==> src/rtl/gpio2_pkg.sv <==
package gpio2_pkg;
  localparam int PORT_W  = 8;
  localparam int BUS_W   = 32;
  localparam int N_PORTS = 2;
  localparam int N_REGS  = 4;

  typedef enum logic [1:0] {
    REG_A_DATA = 2'd0,
    REG_A_DIR  = 2'd1,
    REG_B_DATA = 2'd2,
    REG_B_DIR  = 2'd3
  } gpio2_reg_e;

  // Per-bit merge: output pins return the stored value, input pins the pad.
  function automatic logic [PORT_W-1:0] merge_readback(
    input logic [PORT_W-1:0] stored,
    input logic [PORT_W-1:0] pad_sync,
    input logic [PORT_W-1:0] oe
  );
    return (stored & oe) | (pad_sync & ~oe);
  endfunction

  // Turns a direction register into output enables for the given polarity.
  function automatic logic [PORT_W-1:0] dir_to_oe(
    input logic [PORT_W-1:0] dir,
    input logic              one_is_output
  );
    return one_is_output ? dir : ~dir;
  endfunction
endpackage

==> src/rtl/gpio2_sync.sv <==
module gpio2_sync #(
  parameter int W = 8
) (
  input  logic         clk,
  input  logic         rst_n,
  input  logic [W-1:0] d,
  output logic [W-1:0] q
);
  logic [W-1:0] stage1;

  always_ff @(posedge clk or negedge rst_n) begin
    if (!rst_n) begin
      stage1 <= '0;
      q      <= '0;
    end else begin
      stage1 <= d;
      q      <= stage1;
    end
  end
endmodule

==> src/rtl/gpio2_apb_dec.sv <==
module gpio2_apb_dec
  import gpio2_pkg::*;
#(
  parameter int ADDR_W = 12
) (
  input  logic              psel,
  input  logic              penable,
  input  logic              pwrite,
  input  logic [ADDR_W-1:0] paddr,
  output logic [N_REGS-1:0] wr_strobe,
  output logic [N_REGS-1:0] rd_sel
);
  localparam int IDX_W = $clog2(N_REGS);

  logic             mapped;
  logic [IDX_W-1:0] idx;

  assign mapped = (paddr[ADDR_W-1:IDX_W+2] == '0) && (paddr[1:0] == 2'b00);
  assign idx    = paddr[IDX_W+1:2];

  always_comb begin
    wr_strobe = '0;
    rd_sel    = '0;
    if (mapped && psel) begin
      if (pwrite && penable) wr_strobe[idx] = 1'b1;
      if (!pwrite)           rd_sel[idx]    = 1'b1;
    end
  end
endmodule

==> src/rtl/gpio2_port.sv <==
module gpio2_port
  import gpio2_pkg::*;
#(
  parameter int W             = 8,
  parameter bit ONE_IS_OUTPUT = 1'b1
) (
  input  logic         clk,
  input  logic         rst_n,
  input  logic         wr_data,
  input  logic         wr_dir,
  input  logic [W-1:0] wdata,
  input  logic [W-1:0] pad_in,
  output logic [W-1:0] pad_out,
  output logic [W-1:0] pad_oe,
  output logic [W-1:0] data_rd,
  output logic [W-1:0] dir_rd
);
  logic [W-1:0] data_q;
  logic [W-1:0] dir_q;
  logic [W-1:0] pad_sync;

  always_ff @(posedge clk or negedge rst_n) begin
    if (!rst_n) begin
      data_q <= '0;
      dir_q  <= '0;
    end else begin
      if (wr_data) data_q <= wdata;
      if (wr_dir)  dir_q  <= wdata;
    end
  end

  gpio2_sync #(.W(W)) u_sync (
    .clk  (clk),
    .rst_n(rst_n),
    .d    (pad_in),
    .q    (pad_sync)
  );

  assign pad_out = data_q;
  assign pad_oe  = dir_to_oe(dir_q, ONE_IS_OUTPUT);
  assign data_rd = merge_readback(data_q, pad_sync, pad_oe);
  assign dir_rd  = dir_q;
endmodule

==> src/rtl/gpio2_ctrl.sv <==
module gpio2_ctrl
  import gpio2_pkg::*;
#(
  parameter int ADDR_W = 12
) (
  input  logic              pclk,
  input  logic              presetn,
  input  logic              psel,
  input  logic              penable,
  input  logic              pwrite,
  input  logic [ADDR_W-1:0] paddr,
  input  logic [BUS_W-1:0]  pwdata,
  output logic [BUS_W-1:0]  prdata,
  output logic              pready,
  output logic              pslverr,
  input  logic [PORT_W-1:0] pa_in,
  output logic [PORT_W-1:0] pa_out,
  output logic [PORT_W-1:0] pa_oe,
  input  logic [PORT_W-1:0] pb_in,
  output logic [PORT_W-1:0] pb_out,
  output logic [PORT_W-1:0] pb_oe
);
  logic [N_REGS-1:0] wr_strobe;
  logic [N_REGS-1:0] rd_sel;

  logic [N_PORTS-1:0][PORT_W-1:0] pin_in;
  logic [N_PORTS-1:0][PORT_W-1:0] pin_out;
  logic [N_PORTS-1:0][PORT_W-1:0] pin_oe;
  logic [N_PORTS-1:0][PORT_W-1:0] data_rd;
  logic [N_PORTS-1:0][PORT_W-1:0] dir_rd;

  gpio2_apb_dec #(.ADDR_W(ADDR_W)) u_dec (
    .psel     (psel),
    .penable  (penable),
    .pwrite   (pwrite),
    .paddr    (paddr),
    .wr_strobe(wr_strobe),
    .rd_sel   (rd_sel)
  );

  assign pin_in[0] = pa_in;
  assign pin_in[1] = pb_in;

  for (genvar p = 0; p < N_PORTS; p++) begin : g_port
    gpio2_port #(
      .W            (PORT_W),
      .ONE_IS_OUTPUT(p == 0)
    ) u_port (
      .clk    (pclk),
      .rst_n  (presetn),
      .wr_data(wr_strobe[2*p]),
      .wr_dir (wr_strobe[2*p+1]),
      .wdata  (pwdata[PORT_W-1:0]),
      .pad_in (pin_in[p]),
      .pad_out(pin_out[p]),
      .pad_oe (pin_oe[p]),
      .data_rd(data_rd[p]),
      .dir_rd (dir_rd[p])
    );
  end

  always_comb begin
    prdata = '0;
    for (int p = 0; p < N_PORTS; p++) begin
      if (rd_sel[2*p])   prdata[PORT_W-1:0] = data_rd[p];
      if (rd_sel[2*p+1]) prdata[PORT_W-1:0] = dir_rd[p];
    end
  end

  assign pa_out  = pin_out[0];
  assign pa_oe   = pin_oe[0];
  assign pb_out  = pin_out[1];
  assign pb_oe   = pin_oe[1];
  assign pready  = 1'b1;
  assign pslverr = 1'b0;
endmodule

==> config.mk <==
export PLATFORM = sky130hd
export DESIGN_NAME = gpio2_ctrl
export DESIGN_NICKNAME = d
export VERILOG_FILES = /design/src/rtl/gpio2_pkg.sv /design/src/rtl/gpio2_sync.sv /design/src/rtl/gpio2_apb_dec.sv /design/src/rtl/gpio2_port.sv /design/src/rtl/gpio2_ctrl.sv
export SDC_FILE = /design/constraint.sdc
export NUM_CORES = 1
export LEC_CHECK = 0
export ABC_AREA = 0
export BUFFER_PORTS_ARGS = -buffer_cell sky130_fd_sc_hd__buf_2
export CAP_MARGIN = 0
export CORE_ASPECT_RATIO = 0.5
export CORE_MARGIN = 2
export CORE_UTILIZATION = 48
export CTS_BUF_LIST = sky130_fd_sc_hd__clkbuf_4
export DETAILED_ROUTE_END_ITERATION = 10
export PLACE_DENSITY_LB_ADDON = 0.08
export SETUP_SLACK_MARGIN = 0.2
export SYNTH_ARGS = -nofsm -noshare
export SYNTH_HDL_FRONTEND = slang
export SYNTH_SLANG_ARGS = --single-unit
==> constraint.sdc <==
create_clock -name pclk -period 3.09 [get_ports pclk]
set_clock_uncertainty 0.15 [all_clocks]
set_input_delay 0.618 -clock pclk [delete_from_list [all_inputs] [get_ports pclk]]
set_output_delay 0.618 -clock pclk [all_outputs]
set_load 0.01 [all_outputs]
==> impl_results.md, run 1 <==
* Run status: complete, but fails checks
* Failing checks: setup timing
* Worst EP required at 2320 ps
* Synth Warn # at 0
* Footprint of the multi-input gates at 1040 sq um
* Syn Std Cell Area at 2790 sq um
* WS Path Type: in2out
* PD cells at 438 nW/um^2
* Syn_area_per_cell at 13.2 sq um
* H-tree depth at 3
* Period minus WS final at 3100 ps
* Initial antenna violation count at 0
* Synth top area cells: dfrtp_1, mux2_2, buf_4
* Final WL at 5.60 mm
* Clk pwr share at 0.354
* Final worst slack at -12.3 ps
* Die area at 6480 sq um
* Layout cell share with drive strength beyond 1 at 0.487
* Global route overflow at 0
* First-pass GRT wire length at 8.99 mm
* Seq/Total Area, Yosys at 0.574
* Combinational power share at 0.066
* Clock sink total at 64
* Via/cell ratio at 4.97
* Maximum capacitance violations at 0
* Slowest stage cell, crit path: or4_4
* Worst-path clk slew at 100 ps
* Sequential Power Share at 0.579
* Setup TNS at -12.3 ps
* Sequential Area at 1600 sq um
* Worst Tran Pin Value at 633 ps
* Crit-path most repeated cell: or4_4
* Die height at 57.9 microns
* Core region area at 5540 sq um
* Startpoint Class: primary input
* Leakage at 0.00172 uW
* Final Cell Area at 3400 sq um
* Antenna cell count at 0
* R2R depth at 1
* Final nets at 360
* CP cell instances: buf_6 > or4_4 > or4_4 > a311oi_2 > buf_2
* Via count at 1,853
* Worst VDD drop at 359 uV
* Drt drc at 0
* R2R Setup Slk at 2120 ps
* Psw at 340 uW
* Endpoints failing setup at 1
* CTS buffer count at 9
* Routability cong. at 0.783
* Fmax at 322 MHz
* Yosys reg bits at 64
* Worst EP arrival at 2330 ps
* Most common cell after layout, fill and taps aside: buf_2
* PortBufs at 80
* Initial DRC Count at 91
* Reg2reg start: g_port[0].u_port.dir_rd[5]
* Leading cell types in the layout, fill and taps excluded: buf_2, dfrtp_1, mux2_2, conb_1, clkbuf_4
* Vias in the first global route at 1,834
* Worst Setup End Kind: output pin
* Worst hold path class: in2reg
* Clk Latency, worst-skew pair at 380 ps
* Cell-internal power at 1150 uW
* Pin count of the biggest net entering global routing at 37
* Distinct cell type count after synthesis at 25
* Detail Placement HPWL at 3.94 mm
* Tcrit/Tclk final at 1.00
* Wirelength per Cell at 15.0 microns
* RSZ-0062 raised after global routing: true
* Setup crit end: prdata[5]
* Gr usage total at 0.187
* Placed inst area at 3250 sq um
* Final Hold Vio Count at 0
* Boundary pin count at 131
* Final Util at 0.613
* Initial Utilization at 0.504
* Switching Share at 0.228
* Max incr delay on CP at 660 ps
* CTS max path bufs at 2
* Leading area contributor after synthesis: dfrtp_1
* Tot Pwr at 1490 uW
* Row count at 19
* Die X at 112 microns
* Worst flop-to-flop path endpoint: g_port[0].u_port.dir_rd[5]
* WHS at 176 ps
* Final Max Tran Viols at 0
* 1st-pass router iterations at 4
* Relative slew slack at 0.578
* Fillers at 457
* Synth top area share at 0.574
* Crit path max fanout at 8
* CTS tree: done
* Crit path from: paddr[5]
* Syn-to-layout area delta at 21.7%
* Syn Inst Count at 212
* CTS root buffer: clkbuf_4
* Detail Route Antenna Nets at 0
* Total setup buffers inserted after CTS at 0
==> stage by stage <==
stage / setup WS, ps / std cells
after floorplan: 66.9 / 236
after global placement: -58.5 / 356
after detailed placement: -59.4 / 356
after CTS: -2.41 / 373
after global routing: -31.6 / 373
final: -12.3 / 373
==> cells in the mapped netlist <==
| cell type | n |
|---|---|
| nand3b_1 | 7 |
| o21ai_0 | 8 |
| mux2_1 | 6 |
| nand2b_1 | 1 |
| nor4_2 | 1 |
| buf_2 | 2 |
| nor2_1 | 1 |
| buf_4 | 34 |
| nor3_1 | 8 |
| nand4_1 | 1 |
| o21a_1 | 8 |
| mux2_2 | 26 |
| or3_1 | 1 |
| nor4_4 | 4 |
| clkbuf_1 | 7 |
| dfrtp_1 | 64 |
| inv_1 | 8 |
| nand2_1 | 1 |
| or4_1 | 2 |
| a311oi_1 | 8 |
| or4bb_1 | 1 |
| nand4b_1 | 2 |
| nor3b_1 | 8 |
| or4b_1 | 1 |
| conb_1 | 2 |
==> layout make-up <==
type	count	area share
Sequential cell	64	0.471
Clock inverter	5	0.0140
Clock buffer	11	0.0243
Timing Repair Buffer	91	0.148
Tap cell	73	0.0269
Inverter	8	0.00884
Multi-Input combinational cell	121	0.306
==> worst min path at each step <==
stage | slack (ps) | depth (start not counted) | from | end
finish | 180 | 1 | pb_in[3] | g_port[1].u_port.u_sync.stage1[3]
global route | 120 | 1 | pb_in[5] | g_port[1].u_port.u_sync.stage1[5]
CTS | 140 | 1 | pb_in[2] | g_port[1].u_port.u_sync.stage1[2]
detailed placement | 180 | 0 | g_port[1].u_port.u_sync.stage1[2] | g_port[1].u_port.u_sync.q[2]
global placement | 180 | 0 | g_port[1].u_port.u_sync.stage1[2] | g_port[1].u_port.u_sync.q[2]
floorplan | 170 | 0 | presetn | g_port[0].u_port.dir_rd[0]
==> state kept, by name, indices dropped and copies added (netlist names) <==
signal	flops
g_port.u_port.u_sync.q	16
g_port.u_port.u_sync.stage1	16
g_port.u_port.dir_rd	16
g_port.u_port.pad_out	16
==> cells by family (layout without fill, tap and decap cells) <==
logic type / after synthesis / after routing / share of synthesized area
other: 2 / 26 / 0.00269
buffers and inverters: 51 / 115 / 0.115
flip-flops: 64 / 64 / 0.574
multiplexers: 32 / 32 / 0.129
AND/OR/NAND/NOR: 39 / 39 / 0.118
AO/OA/AOI/OAI: 24 / 24 / 0.0610
==> worst max-delay path, delay by kind of cell <==
family                 cells  cell delay (ps)
AO/OA/AOI/OAI              1              260
buffers and inverters      2              270
AND/OR/NAND/NOR            2             1190
==> power by group through the flow <==
stage	Combinational [uW]	Sequential, uW	Clock [uW]
after floorplan	67.8	879	0
after global placement	95.1	879	0
after detailed placement	97.9	880	0
after CTS	100	863	548
after global routing	111	866	588
final	99.0	863	528
==> layer usage <==
metal / wire, microns / vias to the layer above / track usage
met4: 50 / 0 / 0.0476
met3: 457 / 7 / 0.0847
li1: - / 858 / -
met2: 2660 / 73 / 0.305
met5: 0 / - / 0
met1: 2430 / 915 / 0.234
==> timing repair <==
item	4_1_cts	5_1_grt
gates resized for setup	2	0
endpoints found under the setup margin	8	8
cloned	0	0
pin swaps	2	0
endpoints found under the hold margin	17	0
hold buffers	1	0
No activity file was read; power rests on OpenSTA's default activity.
==> run 2: changes to the inputs <==
- MAX_ROUTING_LAYER: default -> met4
- PLACE_DENSITY: default -> 0.9
- PLACE_DENSITY_LB_ADDON: 0.08 -> default
==> impl_results.md, run 2 (synthesis results as in run 1) <==
* 1st-pass router iterations at 4 (unchanged)
* CTS root buffer: clkbuf_4
* Worst VDD drop at 282 uV (-22%)
* Worst EP required at 2320 ps (about the same)
* Fin cells at 371 (-0.54%)
* Boundary pin count at 131 (unchanged)
* H-tree depth at 3 (unchanged)
* Final nets at 361 (+0.28%)
* Startpoint Class: primary input
* Initial Utilization at 0.504 (unchanged)
* Antenna cell count at 0 (unchanged)
* Initial DRC Count at 77 (-15%)
* Tot Pwr at 1370 uW (-7.7%)
* PD cells at 411 nW/um^2 (-6.3%)
* RSZ-0062 raised after global routing: true
* Relative slew slack at 0.619 (+0.0412)
* Via count at 1,920 (+3.6%)
* WS Path Type: in2out
* Fillers at 401 (-12%)
* WHS at 174 ps (-1.98 ps)
* Global route overflow at 0 (unchanged)
* Initial antenna violation count at 0 (unchanged)
* Cell count along the critical path at 5 (unchanged)
* Leading cell types in the layout, fill and taps excluded: buf_2, dfrtp_1, mux2_2, conb_1, buf_4
* Most common cell after layout, fill and taps aside: buf_2
* PortBufs at 80 (unchanged)
* Fmax at 325 MHz (+0.69%)
* CTS max path bufs at 2 (unchanged)
* Leakage at 0.00170 uW (-1.2%)
* CP top delay family: simple AND/OR/NAND/NOR gates
* Final Max Tran Viols at 0 (unchanged)
* Pin count of the biggest net entering global routing at 37 (unchanged)
* Clock sink total at 64 (unchanged)
* Detail Placement HPWL at 4.31 mm (+9.3%)
* Gr usage total at 0.209 (+0.0217)
* Slowest stage cell, crit path: or4_4
* Placed inst area at 3240 sq um (-0.15%)
* Final Util at 0.604 (-0.00926)
* Worst Setup End Kind: output pin
* Routability cong. at 0.737 (-5.8%)
* Clk Latency, worst-skew pair at 390 ps (about the same)
* CTS tree: done
* Worst Tran Pin Value at 571 ps (-61.8 ps)
* Run status: finished clean
* Layout cell share with drive strength beyond 1 at 0.480 (-0.00680)
* Final Cell Area at 3350 sq um (-1.5%)
* Core region area at 5540 sq um (unchanged)
* Placed instance count at 357 (+0.28%)
* Worst-path clk slew at 90 ps (about the same)
* Period minus WS final at 3080 ps (-21.1 ps)
* Final WL at 6.17 mm (+10%)
* CTS buffer count at 9 (unchanged)
* Endpoints failing setup at 0 (-1)
* Tcrit/Tclk final at 0.997 (-0.00684)
* Worst hold path class: in2reg
* CP Buf/Inv Count at 2 (unchanged)
* Die X at 112 microns (unchanged)
* Via/cell ratio at 5.18 (+4.2%)
* CP cell instances: buf_6 > or4b_4 > or4_4 > a311oi_2 > buf_2
* Die height at 57.9 microns (unchanged)
* Maximum capacitance violations at 0 (unchanged)
* Drt drc at 0 (unchanged)
* First-pass GRT wire length at 9.72 mm (+8.1%)
* Worst EP arrival at 2310 ps (-20 ps)
* Wirelength per Cell at 16.6 microns (+11%)
* Vias in the first global route at 2,032 (+11%)
* Worst hold stages at 1 (unchanged)
* Max incr delay on CP at 620 ps (-40 ps)
* Crit path max fanout at 8 (unchanged)
* Die area at 6480 sq um (unchanged)
* Final Hold Vio Count at 0 (unchanged)
* R2R depth at 1 (unchanged)
* Total setup buffers inserted after CTS at 0 (unchanged)
* Detail Route Antenna Nets at 0 (unchanged)
* Row count at 19 (unchanged)
* Syn-to-layout area delta at 19.9%
-- run 2: final cells by class --
cell class / instances / area, sq um / share of cell area
clock buffer: 10 / 75.1 / 0.0224
tap: 73 / 91.3 / 0.0273
inverter: 8 / 30.0 / 0.00898
sequential: 64 / 1600 / 0.479
timing repair buffer: 92 / 499 / 0.149
clock inverter: 3 / 12.5 / 0.00374
multi-input combinational: 121 / 1040 / 0.310
-- run 2: path summary, 6_finish.rpt --
check | start | end | slack (ps)
setup / recovery | paddr[10] | prdata[4] | 9
hold / removal | pb_in[0] | g_port[1].u_port.u_sync.stage1[0] | 170
setup reg to reg | g_port[0].u_port.dir_rd[2] | g_port[0].u_port.dir_rd[2] | 2100
hold reg to reg | g_port[1].u_port.u_sync.stage1[5] | g_port[1].u_port.u_sync.q[5] | 200
max in group asynchronous | presetn | g_port[1].u_port.u_sync.stage1[4] | 1740
min in group asynchronous | presetn | g_port[0].u_port.u_sync.stage1[5] | 430
-- run 2: what timing repair did --
action / 4_1_cts / 5_1_grt
hold buffers: 1 / 0
endpoints found under the hold margin: 5 / 0
gates resized for setup: 1 / 0
pin swaps: 2 / 0
setup endpoints to repair: 8 / 8
-- run 2: power breakdown --
group,total (uW),switching (uW),internal [uW]
clock network,412,257,155
registers,865,6.26,858
logic,98.2,64.5,33.7
total,1370,328,1050
-- run 2: metal layers --
layer / vias to the layer above / part of all wire / track usage
met5: - / 0 / -
met4: 0 / 0.030 / 0.101
met3: 18 / 0.077 / 0.0764
met2: 95 / 0.52 / 0.347
met1: 956 / 0.38 / 0.229
li1: 851 / - / -
-- run 2: per-stage QoR --
step	setup WS (ps)	setup TNS, ps
finish	8.84	0
global route	1.09	0
CTS	21.0	0
detailed placement	-41.9	-66.5
global placement	-63.2	-63.2
floorplan	66.9	0
==> run 3: changes to the inputs <==
- CORE_UTILIZATION: 48 -> 45
- PLACE_DENSITY: 0.9 -> 0.86
- SLEW_MARGIN: default -> 15
==> impl_results.md, run 3 (synthesis results as in run 1) <==
* Die area at 6890 sq um (+6.3%)
* Leakage at 0.00173 uW (+1.5%)
* Run status: finished clean
* Via count at 1,909 (-0.57%)
* Fillers at 490 (+22%)
* WHS at 75.7 ps (-98.0 ps)
* Boundary pin count at 131 (unchanged)
* Global route overflow at 0 (unchanged)
* Tcrit/Tclk final at 0.996 (-0.00131)
* Psw at 356 uW (+8.8%)
* Clk Latency, worst-skew pair at 400 ps (about the same)
* CTS max path bufs at 2 (unchanged)
* Drt drc at 0 (unchanged)
* Fmax at 325 MHz (+0.13%)
* Leading cell types in the layout, fill and taps excluded: buf_2, dfrtp_1, mux2_2, conb_1, buf_4
* Crit path max fanout at 8 (unchanged)
* Worst EP required at 2320 ps (about the same)
* 1st-pass router iterations at 4 (unchanged)
* Routability cong. at 0.768 (+4.2%)
* Detail Placement HPWL at 4.27 mm (-0.89%)
* Detail Route Antenna Nets at 0 (unchanged)
* Final nets at 360 (-0.28%)
* WS Path Type: in2out
* Syn-to-layout area delta at 22.5%
* Die height at 59.7 microns (+3.0%)
* CTS tree: done
* Antenna cell count at 0 (unchanged)
* Initial Utilization at 0.463 (-0.0411)
* Core region area at 6030 sq um (+8.9%)
* Pin count of the biggest net entering global routing at 37 (unchanged)
* CP cell instances: buf_6 > or4b_4 > or4_4 > a311oi_2 > buf_2
* Placed inst area at 3260 sq um (+0.58%)
* Final Max Tran Viols at 0 (unchanged)
* Worst VDD drop at 229 uV (-19%)
* CTS buffer count at 9 (unchanged)
* Switching Share at 0.227 (-0.0111)
* CTS root buffer: clkbuf_4
* Startpoint Class: primary input
* Vias in the first global route at 1,904 (-6.3%)
* RSZ-0062 raised after global routing: true
* Sequential Area at 1600 sq um (unchanged)
* Die X at 115 microns (+3.2%)
* Clk pwr share at 0.387 (+0.087)
* Endpoints failing setup at 0 (unchanged)
* Initial DRC Count at 139 (+81%)
* Slowest stage cell, crit path: or4_4
* Layout cell share with drive strength beyond 1 at 0.490 (+0.0101)
* Cell-internal power at 1210 uW (+16%)
* Maximum capacitance violations at 0 (unchanged)
* Footprint of the multi-input gates at 1040 sq um (unchanged)
* Via/cell ratio at 4.92 (-4.9%)
* Combinational power share at 0.062 (-0.009)
* Most common cell after layout, fill and taps aside: buf_2
* Worst EP arrival at 2310 ps (about the same)
* Worst Setup End Kind: output pin
* Worst hold path class: in2async
* Sequential Power Share at 0.551 (-0.078)
* Wirelength per Cell at 15.3 microns (-8.2%)
* H-tree depth at 3 (unchanged)
* Clock sink total at 64 (unchanged)
* CTS hold repair buffers at 0 (-1)
* Period minus WS final at 3080 ps (-4.04 ps)
* CP top delay family: simple AND/OR/NAND/NOR gates
* Final WL at 5.93 mm (-4.0%)
* Final Hold Vio Count at 0 (unchanged)
* Tot Pwr at 1570 uW (+14%)
* Max incr delay on CP at 620 ps (about the same)
* PD cells at 459 nW/um^2 (+12%)
* PortBufs at 80 (unchanged)
* Relative slew slack at 0.570 (-0.0492)
* Worst Tran Pin Value at 645 ps (+73.9 ps)
* CP Buf/Inv Count at 2 (unchanged)
* Row count at 20 (+1)
* Initial antenna violation count at 0 (unchanged)
* Worst-path clk slew at 100 ps (about the same)
* Gr usage total at 0.183 (-0.0260)
* First-pass GRT wire length at 9.06 mm (-6.8%)
* Final Cell Area at 3420 sq um (+2.2%)
-- run 3: cell count changes in the layout (fill, tap and decap cells not counted), sizes merged --
cell / change
bufinv: +2
clkbuf: -1
clkinv: +1
clkinvlp: +1
dlygate4sd3: -1
-- run 3: final timing paths --
path / from / to / slack, ps / cells past startpoint
worst min-delay path: presetn / g_port[1].u_port.pad_out[1] / 80 / 2
min in group pclk: pa_in[0] / g_port[0].u_port.u_sync.stage1[0] / 170 / 1
max in group asynchronous: presetn / g_port[1].u_port.u_sync.q[5] / 2380 / 2
worst max register to register: g_port[0].u_port.dir_rd[6] / g_port[0].u_port.dir_rd[6] / 2110 / 1
worst max-delay path: paddr[10] / prdata[6] / 10 / 5
worst min register to register: g_port[0].u_port.u_sync.stage1[5] / g_port[0].u_port.u_sync.q[5] / 200 / 0
-- run 3: routing by layer --
metal	up-vias	part of all wire	GRT usage
li1	860	-	-
met1	961	0.42	0.212
met2	77	0.51	0.314
met3	11	0.054	0.0477
met4	0	0.019	0.0688
met5	-	0	-
-- run 3: metrics by stage --
| stage | utilization | setup slack (ps) | setup TNS, ps | std cells |
|---|---|---|---|---|
| global route | 0.567 | -13.2 | -14.2 | 388 |
| finish | 0.567 | 12.9 | 0 | 388 |
| detailed placement | 0.541 | -60.9 | -114 | 372 |
| global placement | 0.541 | -64.2 | -71.2 | 372 |
| floorplan | - | 66.9 | 0 | 236 |
| CTS | 0.567 | -14.4 | -14.4 | 388 |
-- run 3: layout make-up --
cell class | count | area share
clock inverters | 7 | 0.0252
flip-flops and latches | 64 | 0.468
clock buffers | 9 | 0.0198
multi-input cells | 121 | 0.303
repair buffers | 91 | 0.143
well taps | 88 | 0.0322
inverters | 8 | 0.00878
-- run 3: power by group through the flow --
stage / combinational, uW / sequential [uW] / clock (uW)
floorplan: 67.8 / 879 / 0
global placement: 92.2 / 879 / 0
detailed placement: 96.2 / 881 / 0
CTS: 97.3 / 864 / 623
global route: 109 / 866 / 667
finish: 96.9 / 864 / 608
-- run 3: timing repair --
action	in CTS	in global routing
gates resized for setup	1	0
setup endpoints to repair	8	8
setup buffers	0	0
pin swaps	2	0
